File: src/rtl/dram_rfsh_pkg.sv
package dram_rfsh_pkg;

  typedef enum logic [1:0] {
    PH_IDLE,
    PH_SETUP,
    PH_STROBE,
    PH_PRECH
  } cbr_ph_e;

  typedef enum logic [1:0] {
    SQ_PWRUP,
    SQ_WAKE,
    SQ_RUN
  } seq_st_e;

  // round a time in ns up to whole clocks, at least one
  function automatic int ns_to_cyc(int ns, int mhz);
    int c;
    c = (ns * mhz + 999) / 1000;
    return (c < 1) ? 1 : c;
  endfunction

endpackage

File: src/rtl/rfsh_down_cnt.sv
module rfsh_down_cnt #(
  parameter int RELOAD = 1
) (
  input  logic clk_i,
  input  logic rst_ni,
  input  logic en_i,
  input  logic load_i,
  output logic zero_o
);

  localparam int W = $clog2(RELOAD + 2);

  logic [W-1:0] cnt_q;

  assign zero_o = (cnt_q == '0);

  always_ff @(posedge clk_i or negedge rst_ni) begin
    if (!rst_ni)                      cnt_q <= W'(RELOAD);
    else if (load_i || (en_i && zero_o)) cnt_q <= W'(RELOAD);
    else if (en_i)                    cnt_q <= cnt_q - 1'b1;
  end

  AST_CNT_RANGE: assert property (@(posedge clk_i) disable iff (!rst_ni)
    cnt_q <= W'(RELOAD));

endmodule

File: src/rtl/rfsh_pend_ctr.sv
module rfsh_pend_ctr #(
  parameter int LIMIT = 4
) (
  input  logic clk_i,
  input  logic rst_ni,
  input  logic clr_i,
  input  logic inc_i,
  input  logic dec_i,
  output logic nz_o,
  output logic miss_o
);

  localparam int W = $clog2(LIMIT + 2);

  logic [W-1:0] cnt_q;

  assign nz_o   = (cnt_q != '0);
  assign miss_o = inc_i && (cnt_q == W'(LIMIT));

  always_ff @(posedge clk_i or negedge rst_ni) begin
    if (!rst_ni)                cnt_q <= '0;
    else if (clr_i || miss_o)   cnt_q <= '0;
    else if (inc_i && !dec_i)   cnt_q <= cnt_q + 1'b1;
    else if (dec_i && !inc_i)   cnt_q <= cnt_q - 1'b1;
  end

  AST_PEND_BOUND: assert property (@(posedge clk_i) disable iff (!rst_ni)
    cnt_q <= W'(LIMIT));
  AST_PEND_NO_UNDERFLOW: assert property (@(posedge clk_i) disable iff (!rst_ni)
    (dec_i && !clr_i) |-> (nz_o || inc_i));

endmodule

File: src/rtl/rfsh_cbr_engine.sv
module rfsh_cbr_engine
  import dram_rfsh_pkg::*;
#(
  parameter int CSR_CYC = 1,
  parameter int RAS_CYC = 3,
  parameter int RP_CYC  = 2,
  parameter int NCAS    = 4
) (
  input  logic            clk_i,
  input  logic            rst_ni,
  input  logic            start_i,
  output logic            busy_o,
  output logic            done_o,
  output logic            ras_n_o,
  output logic [NCAS-1:0] cas_n_o
);

  localparam int MAXC = (CSR_CYC > RAS_CYC) ? ((CSR_CYC > RP_CYC) ? CSR_CYC : RP_CYC)
                                            : ((RAS_CYC > RP_CYC) ? RAS_CYC : RP_CYC);
  localparam int PW   = $clog2(MAXC + 1);

  cbr_ph_e        ph_q, ph_d;
  logic [PW-1:0]  cnt_q, cnt_d;
  logic           ras_q;
  logic [NCAS-1:0] cas_q;

  always_comb begin
    ph_d  = ph_q;
    cnt_d = cnt_q;
    unique case (ph_q)
      PH_IDLE:
        if (start_i) begin
          ph_d  = PH_SETUP;
          cnt_d = PW'(CSR_CYC - 1);
        end
      PH_SETUP:
        if (cnt_q == '0) begin
          ph_d  = PH_STROBE;
          cnt_d = PW'(RAS_CYC - 1);
        end else cnt_d = cnt_q - 1'b1;
      PH_STROBE:
        if (cnt_q == '0) begin
          ph_d  = PH_PRECH;
          cnt_d = PW'(RP_CYC - 1);
        end else cnt_d = cnt_q - 1'b1;
      PH_PRECH:
        if (cnt_q == '0) ph_d = PH_IDLE;
        else             cnt_d = cnt_q - 1'b1;
      default: ph_d = PH_IDLE;
    endcase
  end

  // strobes registered from next phase: glitch-free pins, aligned with ph_q
  always_ff @(posedge clk_i or negedge rst_ni) begin
    if (!rst_ni) begin
      ph_q  <= PH_IDLE;
      cnt_q <= '0;
      ras_q <= 1'b1;
      cas_q <= '1;
    end else begin
      ph_q  <= ph_d;
      cnt_q <= cnt_d;
      ras_q <= (ph_d != PH_STROBE);
      cas_q <= (ph_d == PH_SETUP || ph_d == PH_STROBE) ? '0 : '1;
    end
  end

  assign busy_o  = (ph_q != PH_IDLE);
  assign done_o  = (ph_q == PH_PRECH) && (cnt_q == '0);
  assign ras_n_o = ras_q;
  assign cas_n_o = cas_q;

  AST_CAS_LEAD: assert property (@(posedge clk_i) disable iff (!rst_ni)
    $fell(ras_n_o) |-> (cas_n_o == '0) && ($past(cas_n_o) == '0));
  AST_CAS_UNIFORM: assert property (@(posedge clk_i) disable iff (!rst_ni)
    (cas_n_o == '0) || (cas_n_o == '1));
  AST_CAS_HOLD: assert property (@(posedge clk_i) disable iff (!rst_ni)
    !ras_n_o |-> (cas_n_o == '0));

endmodule

File: src/rtl/dram_refresh_seq.sv
module dram_refresh_seq
  import dram_rfsh_pkg::*;
#(
  parameter int CLK_MHZ     = 100,
  parameter int PWRUP_US    = 200,
  parameter int REFI_NS     = 15000,
  parameter int WAKE_CYCLES = 8,
  parameter int MISS_LIMIT  = 4
) (
  input  logic       clk_i,
  input  logic       rst_ni,
  input  logic       grant_i,
  output logic       req_o,
  output logic       ready_o,
  output logic       bus_own_o,
  output logic       ras_n_o,
  output logic [3:0] cas_n_o
);

  localparam int NCAS      = 4;
  localparam int PWRUP_CYC = CLK_MHZ * PWRUP_US;
  localparam int REFI_CYC  = CLK_MHZ * REFI_NS / 1000;
  localparam int CSR_CYC   = ns_to_cyc(5, CLK_MHZ);
  localparam int RAS_CYC   = ns_to_cyc(28, CLK_MHZ);
  localparam int RP_CYC    = ns_to_cyc(17, CLK_MHZ);
  localparam int WW        = $clog2(WAKE_CYCLES + 1);

  seq_st_e       st_q;
  logic [WW-1:0] wake_left_q;
  logic          ready_q;
  logic          pw_zero, refi_zero, tick;
  logic          pend_nz, miss;
  logic          busy, done, cbr_start, wake_done;

  rfsh_down_cnt #(.RELOAD(PWRUP_CYC - 1)) u_pwrup_cnt (
    .clk_i  (clk_i),
    .rst_ni (rst_ni),
    .en_i   (st_q == SQ_PWRUP),
    .load_i (1'b0),
    .zero_o (pw_zero)
  );

  rfsh_down_cnt #(.RELOAD(REFI_CYC - 1)) u_refi_cnt (
    .clk_i  (clk_i),
    .rst_ni (rst_ni),
    .en_i   (st_q == SQ_RUN),
    .load_i (wake_done),
    .zero_o (refi_zero)
  );

  assign tick = (st_q == SQ_RUN) && refi_zero;

  rfsh_pend_ctr #(.LIMIT(MISS_LIMIT)) u_pend (
    .clk_i  (clk_i),
    .rst_ni (rst_ni),
    .clr_i  (st_q != SQ_RUN),
    .inc_i  (tick),
    .dec_i  (done && (st_q == SQ_RUN)),
    .nz_o   (pend_nz),
    .miss_o (miss)
  );

  rfsh_cbr_engine #(
    .CSR_CYC (CSR_CYC),
    .RAS_CYC (RAS_CYC),
    .RP_CYC  (RP_CYC),
    .NCAS    (NCAS)
  ) u_cbr (
    .clk_i   (clk_i),
    .rst_ni  (rst_ni),
    .start_i (cbr_start),
    .busy_o  (busy),
    .done_o  (done),
    .ras_n_o (ras_n_o),
    .cas_n_o (cas_n_o)
  );

  assign cbr_start = grant_i && !busy &&
                     (((st_q == SQ_WAKE) && (wake_left_q != '0)) ||
                      ((st_q == SQ_RUN) && pend_nz && !miss));
  assign wake_done = (st_q == SQ_WAKE) && done && (wake_left_q == '0);

  always_ff @(posedge clk_i or negedge rst_ni) begin
    if (!rst_ni) begin
      st_q        <= SQ_PWRUP;
      wake_left_q <= '0;
      ready_q     <= 1'b0;
    end else begin
      unique case (st_q)
        SQ_PWRUP:
          if (pw_zero) begin
            st_q        <= SQ_WAKE;
            wake_left_q <= WW'(WAKE_CYCLES);
          end
        SQ_WAKE: begin
          if (cbr_start) wake_left_q <= wake_left_q - 1'b1;
          if (wake_done) begin
            st_q    <= SQ_RUN;
            ready_q <= 1'b1;
          end
        end
        SQ_RUN:
          if (miss) begin
            st_q        <= SQ_WAKE;
            wake_left_q <= WW'(WAKE_CYCLES);
            ready_q     <= 1'b0;
          end
        default: st_q <= SQ_PWRUP;
      endcase
    end
  end

  assign req_o = ((st_q == SQ_WAKE) && ((wake_left_q != '0) || busy)) ||
                 ((st_q == SQ_RUN) && (pend_nz || busy));
  assign ready_o   = ready_q;
  assign bus_own_o = busy;

  AST_QUIET_PWRUP: assert property (@(posedge clk_i) disable iff (!rst_ni)
    (st_q == SQ_PWRUP) |-> (!req_o && ras_n_o && (cas_n_o == '1)));
  AST_READY_AFTER_WAKE: assert property (@(posedge clk_i) disable iff (!rst_ni)
    $rose(ready_o) |-> ($past(st_q) == SQ_WAKE) && ras_n_o);
  AST_BUS_OWN: assert property (@(posedge clk_i) disable iff (!rst_ni)
    (!ras_n_o || (cas_n_o != '1)) |-> bus_own_o);
  AST_GRANTED_START: assert property (@(posedge clk_i) disable iff (!rst_ni)
    $rose(bus_own_o) |-> $past(grant_i));
  AST_MISS_REWAKE: assert property (@(posedge clk_i) disable iff (!rst_ni)
    miss |=> (!ready_o && req_o));

endmodule

File: config.mk
export PLATFORM = sky130hd
export DESIGN_NAME = dram_refresh_seq
export DESIGN_NICKNAME = d
export VERILOG_FILES = /design/src/rtl/dram_rfsh_pkg.sv /design/src/rtl/rfsh_down_cnt.sv /design/src/rtl/rfsh_pend_ctr.sv /design/src/rtl/rfsh_cbr_engine.sv /design/src/rtl/dram_refresh_seq.sv
export SDC_FILE = /design/constraint.sdc
export NUM_CORES = 1
export LEC_CHECK = 0
export BUFFER_PORTS_ARGS = -buffer_cell sky130_fd_sc_hd__buf_2
export CORE_AREA = 2 2 80 82
export CTS_CLUSTER_DIAMETER = 120
export CTS_CLUSTER_SIZE = 28
export DETAILED_ROUTE_END_ITERATION = 16
export DIE_AREA = 0 0 82 84
export GPL_TIMING_DRIVEN = 0
export PLACE_DENSITY_LB_ADDON = 0.2
export SETUP_SLACK_MARGIN = 0.02
export SLEW_MARGIN = 25
export SYNTH_ARGS = -nofsm -noshare
export SYNTH_HDL_FRONTEND = slang
export SYNTH_SLANG_ARGS = --single-unit
File: constraint.sdc
create_clock -name clk_i -period 3.1 [get_ports clk_i]
set_input_delay 0.155 -clock clk_i [delete_from_list [all_inputs] [get_ports clk_i]]
set_output_delay 0.155 -clock clk_i [all_outputs]
set_load 0.005 [all_outputs]
==> metrics, run 1 <==
critical path class reg2reg; synthesized area 2340 um^2; share of layout cells above drive strength 1 22.9%; crit path max fanout 5; Root Driver clkbuf_8; row count 29; crit path time final 2.66 ns; switching part of the total 33.8%; Die H 84 um; routability congestion estimate 0.750; Slew Viols, Final 0; Tcrit/Tclk final 85.8%; Max stage delay on crit path 0.56 ns; Worst VDD drop 0.361 mV; core area 6100 um^2; CTS tree done; DP HPWL 2.86 mm; Reg-to-Reg Start u_refi_cnt.cnt_q[5]; R2R depth 11; simple-gate share of the synthesized area 24.7%; global-route wire length before repair 7.46 mm; clock power share 18.6%; final core utilization 42.3%; Worst Max-Slew Pin Slew 0.811 ns; Sequential Power Share 44.6%; # DRC 0; Clock Sink Count 42; Post-synth ARST share 100%; CP arrival 2.85 ns; Initial DRC Count 27; Worst Path Required 3.29 ns; # IOs 11; r2r endpoint u_pend.cnt_q[2]; crit start category flip-flop; routed via count 1,633; worst skew pair latency 0.30 ns; n_diodes 0; fmax 376 MHz; die area 6890 um^2; synthesized flop and latch total 42; Routed Antenna Nets 0; Hold Path Class in2reg; count of final setup violators 0; CP Cell Sequence or4_4 -> nor2b_1 -> and3_1 -> clkbuf_1 -> ha_1 -> inv_1 -> fa_1 -> xor2_1 -> nor2_1 -> xnor2_1 -> nor2_1; Hold Path Stages 4; CP Buf/Inv Count 2; min-delay src grant_i; outcome finished, final reports clean; Synth Area in XOR/XNOR 8.24%; skew final 0.0126 ns; share of the synthesized area in the top cell type 24.6%; H-tree levels 2; clock transition at the registers of the reported paths 0.09 ns; Gate Count Post-Synth 230; layout filler cell count 617; max_slew headroom 45.5%; post-synthesis mux area share 2.14%; hold path endpoint u_cbr.cnt_q[1]; initial antenna violation count 0; Crit-path slowest cell or4_4; Leak 0.00113 uW; cell taking the most area after synthesis dfrtp_1; crit path launch u_refi_cnt.cnt_q[5]; Overflow after GRT 0; adder-cell share of the synthesized area 6.21%; vias per cell 5.01; Syn Area/Cell 10.2 um^2; pwr/cell area 709 nW/um^2; final setup TNS 0 ns; Synth cell types 50; largest net degree at the start of global routing 43; delay-heaviest family, CP simple AND/OR/NAND/NOR gates; Seq/Total Area, Yosys 46.0%; Comb pwr share 36.7%; vias in the first global route 1,642; most instantiated cells after synthesis dfrtp_1 (23), nor2_1 (23), nand2_1 (20); Initial Util 38.3%; Crit path depth 11; cell-internal power 1210 uW; final net count 262; fin area 2580 um^2; CTS Buffer Depth 2; Compound-Gate Fraction of Synth Area 7.76%; Area after DPL 2480 um^2; most used cell, CP nor2_1; RSZ-0062 raised after global routing no; IO buf count 10; Yosys warnings 0; largest family of logic cells by synthesized area simple AND/OR/NAND/NOR gates; Wirelength per Cell 12.4 um; Syn Nets 244; Die Wd 82 um; ys flop type dfrtp_1; Max-cap violations 0; NetSw 618 uW; post-CTS setup buffers 0; total length of routed wires 4.03 mm; reg-to-reg setup timing slack 0.44 ns; global-route usage over all layers 13.9%; number of synthesized flops with an enable pin 0; P&R area growth vs syn 10.3%; Fin. Hold Viols 0; total CTS buffers 5; top post-synthesis cells by area dfrtp_1 (25%), dfstp_2 (21%), ha_1 (5.4%); Crit. End Element flip-flop; DR pass1 iterations 4
## metrics by stage
| step | cells | total power, uW | setup WS (ns) | hold WS (ns) |
|---|---|---|---|---|
| 5_1_grt | 326 | 1990 | 0.170 | 0.391 |
| 2_1_floorplan | 230 | 1340 | 0.621 | -0.141 |
| 4_1_cts | 325 | 1860 | 0.415 | 0.0352 |
| 6_report | 326 | 1830 | 0.440 | 0.363 |
| 3_5_place_dp | 317 | 1500 | 0.446 | 0.367 |
| 3_3_place_gp | 317 | 1500 | 0.438 | 0.358 |
## state kept, by name, indices dropped and copies added, names as in the netlist
register / cells
u_pwrup_cnt.cnt_q: 15
u_refi_cnt.cnt_q: 11
u_cbr.ras_n_o: 1
u_cbr.ph_q: 2
wake_left_q: 4
st_q: 2
u_pend.cnt_q: 3
u_cbr.cas_n_o: 1
ready_o: 1
u_cbr.cnt_q: 2
## logic make-up after synthesis
group | count (synthesis)
buffers and inverters | 24
adders and majority gates | 11
xor gates and xnor gates | 22
AOI/OAI and AO/OA | 26
DFF | 42
muxes | 4
and+or+nand+nor | 101
## layer usage
| metal | up-vias | global-route usage (%) | wire [um] |
|---|---|---|---|
| li1 | 824 | - | - |
| met1 | 790 | 19.5 | 2040 |
| met2 | 11 | 20.3 | 1830 |
| met3 | 8 | 2.60 | 72 |
| met4 | 0 | 6.67 | 87 |
| met5 | - | 0 | 0 |
## worst register-to-register path, cell delays in order (launching register included)
cell and delay, ns:
dfrtp_1 0.42, or4_4 0.56, nor2b_1 0.11, and3_1 0.15
clkbuf_1 0.22, ha_1 0.23, inv_1 0.06, fa_1 0.37
xor2_1 0.16, nor2_1 0.12, xnor2_1 0.13, nor2_1 0.05
## power by group through the flow
stage | clock (uW) | combinational [uW] | sequential [uW]
after floorplan | 0 | 531 | 804
after global placement | 0 | 672 | 824
after detailed placement | 0 | 680 | 824
after CTS | 359 | 681 | 817
after global routing | 385 | 767 | 838
final | 341 | 671 | 816
## cell type report
| type | count | area, um^2 | area share, % |
|---|---|---|---|
| tap | 77 | 96.3 | 3.74 |
| sequential | 42 | 1070 | 41.7 |
| multi-input combinational | 164 | 1150 | 44.5 |
| timing repair buffer | 11 | 62.6 | 2.43 |
| clock inverter | 2 | 10.0 | 0.388 |
| buffer | 9 | 58.8 | 2.28 |
| clock buffer | 6 | 72.6 | 2.81 |
| inverter | 15 | 56.3 | 2.18 |
## cells in the final DEF (no fill, tap or decap), drive strengths merged, types with 10 or more instances in the layout
cell type,netlist,layout
nand2,20,20
buf,4,14
nor3,11,11
dfstp,19,19
nor2,23,23
xor2,14,14
inv,15,15
ha,10,10
dfrtp,23,23
nand3,10,10
clkbuf,5,11
## worst max-delay path by stage
stage | to
after CTS | u_pend.cnt_q[2]
after detailed placement | u_pend.cnt_q[2]
after global placement | u_pend.cnt_q[2]
final | u_pend.cnt_q[2]
after floorplan | u_pend.cnt_q[2]
after global routing | u_pend.cnt_q[2]
## what timing repair did
item	in CTS	in global routing
endpoints found under the hold margin	0	23
resized for setup	0	0
hold buffers	0	1
setup endpoints to repair	0	0
(Power assumes the default switching activity.)
==> run 2, diff against run 1 <==
--- a/config.mk
+++ b/config.mk
@@ -6,11 +6,11 @@
 export NUM_CORES = 1
 export LEC_CHECK = 0
 export BUFFER_PORTS_ARGS = -buffer_cell sky130_fd_sc_hd__buf_2
-export CORE_AREA = 2 2 80 82
+export CORE_AREA = 2 2 72 74
 export CTS_CLUSTER_DIAMETER = 120
 export CTS_CLUSTER_SIZE = 28
 export DETAILED_ROUTE_END_ITERATION = 16
-export DIE_AREA = 0 0 82 84
+export DIE_AREA = 0 0 74 76
 export GPL_TIMING_DRIVEN = 0
 export PLACE_DENSITY_LB_ADDON = 0.2
 export SETUP_SLACK_MARGIN = 0.02
==> run 2 against run 1 <==
Effect of this change:
- combinational power grew 2%
- worst setup slack gained 0.0057 ns
- cell area shrank 0.44%
- first-iteration DRC count increased by 96%
- fmax is 0.21% higher
- power grew 1.1%
- global-route usage rose by 3.4 points
- flip-flop and latch count is the same
- routed wire length up 2.7%
- largest power group unchanged
- highest routed layer unchanged
==> metrics, run 2 (same netlist as run 1, synthesis figures left out) <==
outcome finished, final reports clean; global-route usage over all layers 17.3%; H-tree levels 2; P&R area growth vs syn 9.85%; crit path max fanout 5; skew final 0.00366 ns; worst skew pair latency 0.29 ns; CTS tree done; Max-cap violations 0; Biggest register u_pwrup_cnt.cnt_q; Clock Sink Count 42; Root Driver clkbuf_8; crit path time final 2.65 ns; routability congestion estimate 0.765; Wirelength per Cell 13.0 um; max reg flops 15; core area 4910 um^2; Crit-path slowest cell or4_4; most used cell, CP nor2_1; routed via count 1,622; DP HPWL 2.93 mm; Routed Antenna Nets 0; post-CTS setup buffers 0; delay-heaviest family, CP simple AND/OR/NAND/NOR gates; final setup TNS 0 ns; CP arrival 2.84 ns; critical path class reg2reg; Die Wd 74 um; Slew Viols, Final 0; Initial Util 47.6%; share of layout cells above drive strength 1 22.1%; Crit. End Element flip-flop; initial antenna violation count 0; # IOs 11; DR pass1 iterations 4; hold buffer count at CTS 0; Top Registers u_pwrup_cnt.cnt_q x15, u_refi_cnt.cnt_q x11, wake_left_q x4; row count 26; Worst Max-Slew Pin Slew 0.766 ns; CTS Buffer Depth 2; Worst VDD drop 0.451 mV; Hold Path Class in2reg; crit start category flip-flop; CP Buf/Inv Count 2; Max stage delay on crit path 0.55 ns; global-route wire length before repair 7.57 mm; Initial DRC Count 53; # DRC 0; vias per cell 5.08; Worst Path Required 3.28 ns; clock transition at the registers of the reported paths 0.08 ns; Overflow after GRT 0; pwr/cell area 720 nW/um^2; IO buf count 10; post-cts sizing count 0; Tcrit/Tclk final 85.6%; CP Cell Sequence or4_4 -> nor2b_1 -> and3_1 -> clkbuf_1 -> ha_1 -> inv_1 -> fa_1 -> xor2_1 -> nor2_1 -> xnor2_1 -> nor2_1; die area 5620 um^2; Leak 0.00112 uW; count of final setup violators 0; final setup margin 0.446 ns; Fin. Hold Viols 0; RSZ-0062 raised after global routing no; largest net degree at the start of global routing 43; total length of routed wires 4.14 mm; total CTS buffers 5; Die H 76 um; vias in the first global route 1,619; Placement Setup Slack 0.458 ns; commonest non-fill, non-tap cells in the layout nor2_1 (23), dfrtp_1 (23), nand2_1 (20), dfstp_2 (19), inv_1 (15); final hold slack 0.352 ns; final net count 262; fmax 377 MHz; max_slew headroom 48.5%; n_diodes 0
==> run 2: cell count changes in the layout (fill, tap and decap cells not counted), sizes merged <==
| cell | change |
|---|---|
| clkbuf | +2 |
| clkinv | -2 |
==> run 2: worst paths after layout <==
kind,from,cells after the start,endpoint,slack [ns]
min in group asynchronous,rst_ni,2,u_pwrup_cnt.cnt_q[5],0.39
setup / recovery,u_refi_cnt.cnt_q[5],11,u_pend.cnt_q[2],0.45
hold / removal,grant_i,4,wake_left_q[3],0.35
hold reg to reg,u_pwrup_cnt.cnt_q[14],2,u_pwrup_cnt.cnt_q[14],0.50
max in group asynchronous,rst_ni,2,u_pwrup_cnt.cnt_q[0],2.34
setup reg to reg,u_refi_cnt.cnt_q[5],11,u_pend.cnt_q[2],0.45
==> run 2: report_power, final <==
group / switching [uW] / total [uW] / internal, uW
clock: 183 / 343 / 160
combinational: 344 / 685 / 341
sequential: 104 / 819 / 715
total: 631 / 1850 / 1220
==> run 2: layout make-up <==
type                    instances  area, um^2
plain buffers                   9        58.8
clock buffers                   8        80.1
fillers                       458        2340
inverters                      15        56.3
multi-input cells             164        1150
flip-flops and latches         42        1070
well taps                      70        87.6
repair buffers                 11        62.6
==> run 2: through the flow <==
| step | cells | util (%) | power, uW | area (um^2) |
|---|---|---|---|---|
| after CTS | 318 | 52.0 | 1870 | 2550 |
| after global placement | 310 | 50.4 | 1500 | 2470 |
| after floorplan | 230 | - | 1340 | 2340 |
| after global routing | 319 | 52.3 | 1990 | 2570 |
| final | 319 | 52.3 | 1850 | 2570 |
| after detailed placement | 310 | 50.4 | 1510 | 2470 |
==> run 2: worst reg2reg max path, cell delays in order (launching register included) <==
cell      delay (ns)
dfrtp_1         0.41
or4_4           0.55
nor2b_1         0.12
and3_1          0.15
clkbuf_1        0.20
ha_1            0.23
inv_1           0.06
fa_1            0.37
xor2_1          0.16
nor2_1          0.11
xnor2_1         0.13
nor2_1          0.05
==> run 2: routing by layer <==
layer / vias to the layer above / GRT usage [%] / wire (um)
met5: - / 0 / 0
met4: 0 / 6.00 / 68
met3: 6 / 3.57 / 111
met2: 21 / 26.3 / 1950
met1: 777 / 24.3 / 2020
li1: 818 / - / -
==> run 3, diff against run 2 <==
--- a/config.mk
+++ b/config.mk
@@ -6,15 +6,16 @@
 export NUM_CORES = 1
 export LEC_CHECK = 0
 export BUFFER_PORTS_ARGS = -buffer_cell sky130_fd_sc_hd__buf_2
-export CORE_AREA = 2 2 72 74
+export CORE_AREA = 2 2 74 76
 export CTS_CLUSTER_DIAMETER = 120
 export CTS_CLUSTER_SIZE = 28
 export DETAILED_ROUTE_END_ITERATION = 16
-export DIE_AREA = 0 0 74 76
+export DIE_AREA = 0 0 76 78
 export GPL_TIMING_DRIVEN = 0
 export PLACE_DENSITY_LB_ADDON = 0.2
 export SETUP_SLACK_MARGIN = 0.02
 export SLEW_MARGIN = 25
 export SYNTH_ARGS = -nofsm -noshare
 export SYNTH_HDL_FRONTEND = slang
+export SYNTH_HIERARCHICAL = 1
 export SYNTH_SLANG_ARGS = --single-unit
==> run 3 against run 2 <==
Effect of this change:
- cell area is 10% higher
- clock power is 27% higher
- sequential power is 31% lower
- combinational power is 94% lower
- worst setup slack worse by 0.24 ns
- fmax is 8.2% lower
- non-clock buffer count is 2 higher
- critical path depth is 1 lower
- largest cell class unchanged
- highest routed layer unchanged
==> metrics, run 3 <==
outcome finished, final reports clean; commonest non-fill, non-tap cells in the layout nor2_1 (23), dfrtp_1 (23), nand2_1 (20), dfstp_2 (19), inv_1 (12); most instantiated cells after synthesis dfrtp_1 (23), nor2_1 (23), nand2_1 (20); share of layout cells above drive strength 1 26.3%; crit path time final 2.89 ns; Overflow after GRT 0; critical path class reg2reg; simple-gate share of the synthesized area 28.4%; core area 5040 um^2; Synth Area in XOR/XNOR 5.55%; top post-synthesis cells by area dfrtp_1 (23%), dfstp_2 (20%), ha_1 (5.0%); Hold Path Class in2reg; routability congestion estimate 0.797; Routed Antenna Nets 0; row count 26; DP HPWL 3.17 mm; Die Wd 76 um; worst skew pair latency 0.29 ns; cell taking the most area after synthesis dfrtp_1; Max-cap violations 0; clock power share 41.9%; Sequential Power Share 54.3%; RSZ-0062 raised after global routing no; R2R depth 10; synthesized flop and latch total 42; synthesized area 2500 um^2; cell-internal power 811 uW; # DRC 0; Die H 78 um; Gate Count Post-Synth 254; CP arrival 3.11 ns; final setup margin 0.209 ns; post-synthesis mux area share 2.70%; crit path max fanout 5; largest family of logic cells by synthesized area simple AND/OR/NAND/NOR gates; final hold slack 0.285 ns; Top Registers u_pwrup_cnt/cnt_q x15, u_refi_cnt/cnt_q x11, wake_left_q x4; largest net degree at the start of global routing 43; Slew Viols, Final 0; total CTS buffers 5; count of final setup violators 0; final net count 298; global-route usage over all layers 16.6%; crit start category flip-flop; reg-to-reg setup timing slack 0.21 ns; Syn Area/Cell 9.85 um^2; max reg flops 15; Crit. End Element flip-flop; Clock Sink Count 42; fmax 346 MHz; Worst Path Required 3.32 ns; P&R area growth vs syn 13.4%; Met2 Routed Length 2.08 mm; CTS Buffer Depth 2; Post-synth ARST share 100%; ys flop type dfrtp_1; layout filler cell count 462; r2r endpoint u_cbr/cas_n_o[2]; Crit-path slowest cell or4_4; Synth cell types 62; max_slew headroom 57.6%; die area 5930 um^2; NetSw 224 uW; Hold Path Stages 4; Worst Max-Slew Pin Slew 0.630 ns; hold path endpoint wake_left_q[0]; min-delay src grant_i; adder-cell share of the synthesized area 5.80%; global-route wire length before repair 7.98 mm; Wirelength per Cell 12.5 um; H-tree levels 2; Yosys warnings 6; pwr/cell area 365 nW/um^2; number of synthesized flops with an enable pin 0; Compound-Gate Fraction of Synth Area 10.8%; Root Driver clkbuf_8; Tcrit/Tclk final 93.3%; final core utilization 56.3%; vias in the first global route 1,736; Initial Util 49.6%; Placement Setup Slack -0.196 ns; Leak 0.00123 uW; Seq/Total Area, Yosys 43.0%; DR pass1 iterations 4; area of the multi-input gates 1370 um^2; met3 wire length 78 um; routed via count 1,848; clock transition at the registers of the reported paths 0.08 ns; Worst VDD drop 0.278 mV; FF+latch area 1070 um^2; Reg-to-Reg Start u_refi_cnt/cnt_q[5]; initial antenna violation count 0; fin area 2840 um^2; Biggest register u_pwrup_cnt/cnt_q; CP Cell Sequence or4_4 -> nor4_4 -> and2_4 -> nand2_1 -> nor3_4 -> o32a_1 -> nor2_1 -> mux2_4 -> o21ai_2 -> ha_1; top routing layer used met4; skew final 0.00571 ns; Comb pwr share 3.8%; vias per cell 5.21; CTS tree done; Initial DRC Count 98; Max stage delay on crit path 0.54 ns; met1 WL 2.25 mm; # IOs 11; share of the synthesized area in the top cell type 23.0%; Fin. Hold Viols 0; IO buf count 10; Area after DPL 2670 um^2; total length of routed wires 4.45 mm; switching part of the total 21.6%; n_diodes 0
run 3: cell type report:
cell class,instances,area share [%]
clock buffer,5,2.43
sequential,42,37.9
clock inverter,3,1.54
multi-input combinational,200,48.3
timing repair buffer,16,3.53
buffer,6,1.50
inverter,13,1.72
tap,70,3.09
run 3: worst max-delay path by stage:
stage | from | endpoint | slack, ns | cells after the start
6_report | u_refi_cnt/cnt_q[5] | u_cbr/cas_n_o[2] | 0.21 | 10
5_1_grt | u_refi_cnt/cnt_q[5] | u_cbr/cas_n_o[2] | 0.01 | 10
4_1_cts | u_refi_cnt/cnt_q[5] | u_cbr/cas_n_o[2] | 0.09 | 10
3_5_place_dp | u_refi_cnt/cnt_q[5] | u_cbr/cas_n_o[2] | -0.20 | 10
3_3_place_gp | u_refi_cnt/cnt_q[5] | u_cbr/cas_n_o[2] | -0.16 | 10
2_1_floorplan | u_refi_cnt/cnt_q[7] | u_cbr/cas_n_o[2] | 0.14 | 10
run 3: cell families (layout without fill, tap and decap cells):
family                     after synthesis  after routing
and+or+nand+nor                        119            119
other                                    1              8
DFF                                     42             42
adders and majority gates               11             11
muxes                                    6              6
AOI/OAI and AO/OA                       41             41
buffers and inverters                   19             43
xor gates and xnor gates                15             15
run 3: critical path: cells and delay by family, from the launching register on:
family / cells / cell delay (ns)
adders and majority gates: 1 / 0.25
DFF: 1 / 0.42
muxes: 1 / 0.28
AOI/OAI and AO/OA: 2 / 0.39
and+or+nand+nor: 6 / 1.48
run 3: what timing repair did:
action | in CTS | in global routing
setup buffers | 1 | 4
endpoints found under the setup margin | 3 | 2
pin swaps | 1 | 1
endpoints found under the hold margin | 0 | 23
hold buffers | 0 | 1
resized for setup | 2 | 1
run 3: per-stage QoR:
step           TNS (ns)  power [uW]  cells
6_report              0        1040    355
5_1_grt               0        1080    355
4_1_cts               0        1050    350
3_5_place_dp     -0.347         611    341
3_3_place_gp     -0.259         610    341
2_1_floorplan         0         592    261
run 3: power groups by stage:
stage	Clock [uW]	Combinational, uW	Sequential, uW
2_1_floorplan	0	21.9	570
3_3_place_gp	0	37.9	572
3_5_place_dp	0	39.2	572
4_1_cts	453	39.3	562
5_1_grt	474	47.4	563
6_report	434	39.3	562
run 3: layer usage:
| metal | vias up | track usage, % |
|---|---|---|
| li1 | 949 | - |
| met1 | 884 | 22.4 |
| met2 | 10 | 26.9 |
| met3 | 5 | 3.14 |
| met4 | 0 | 6.00 |
| met5 | - | 0 |
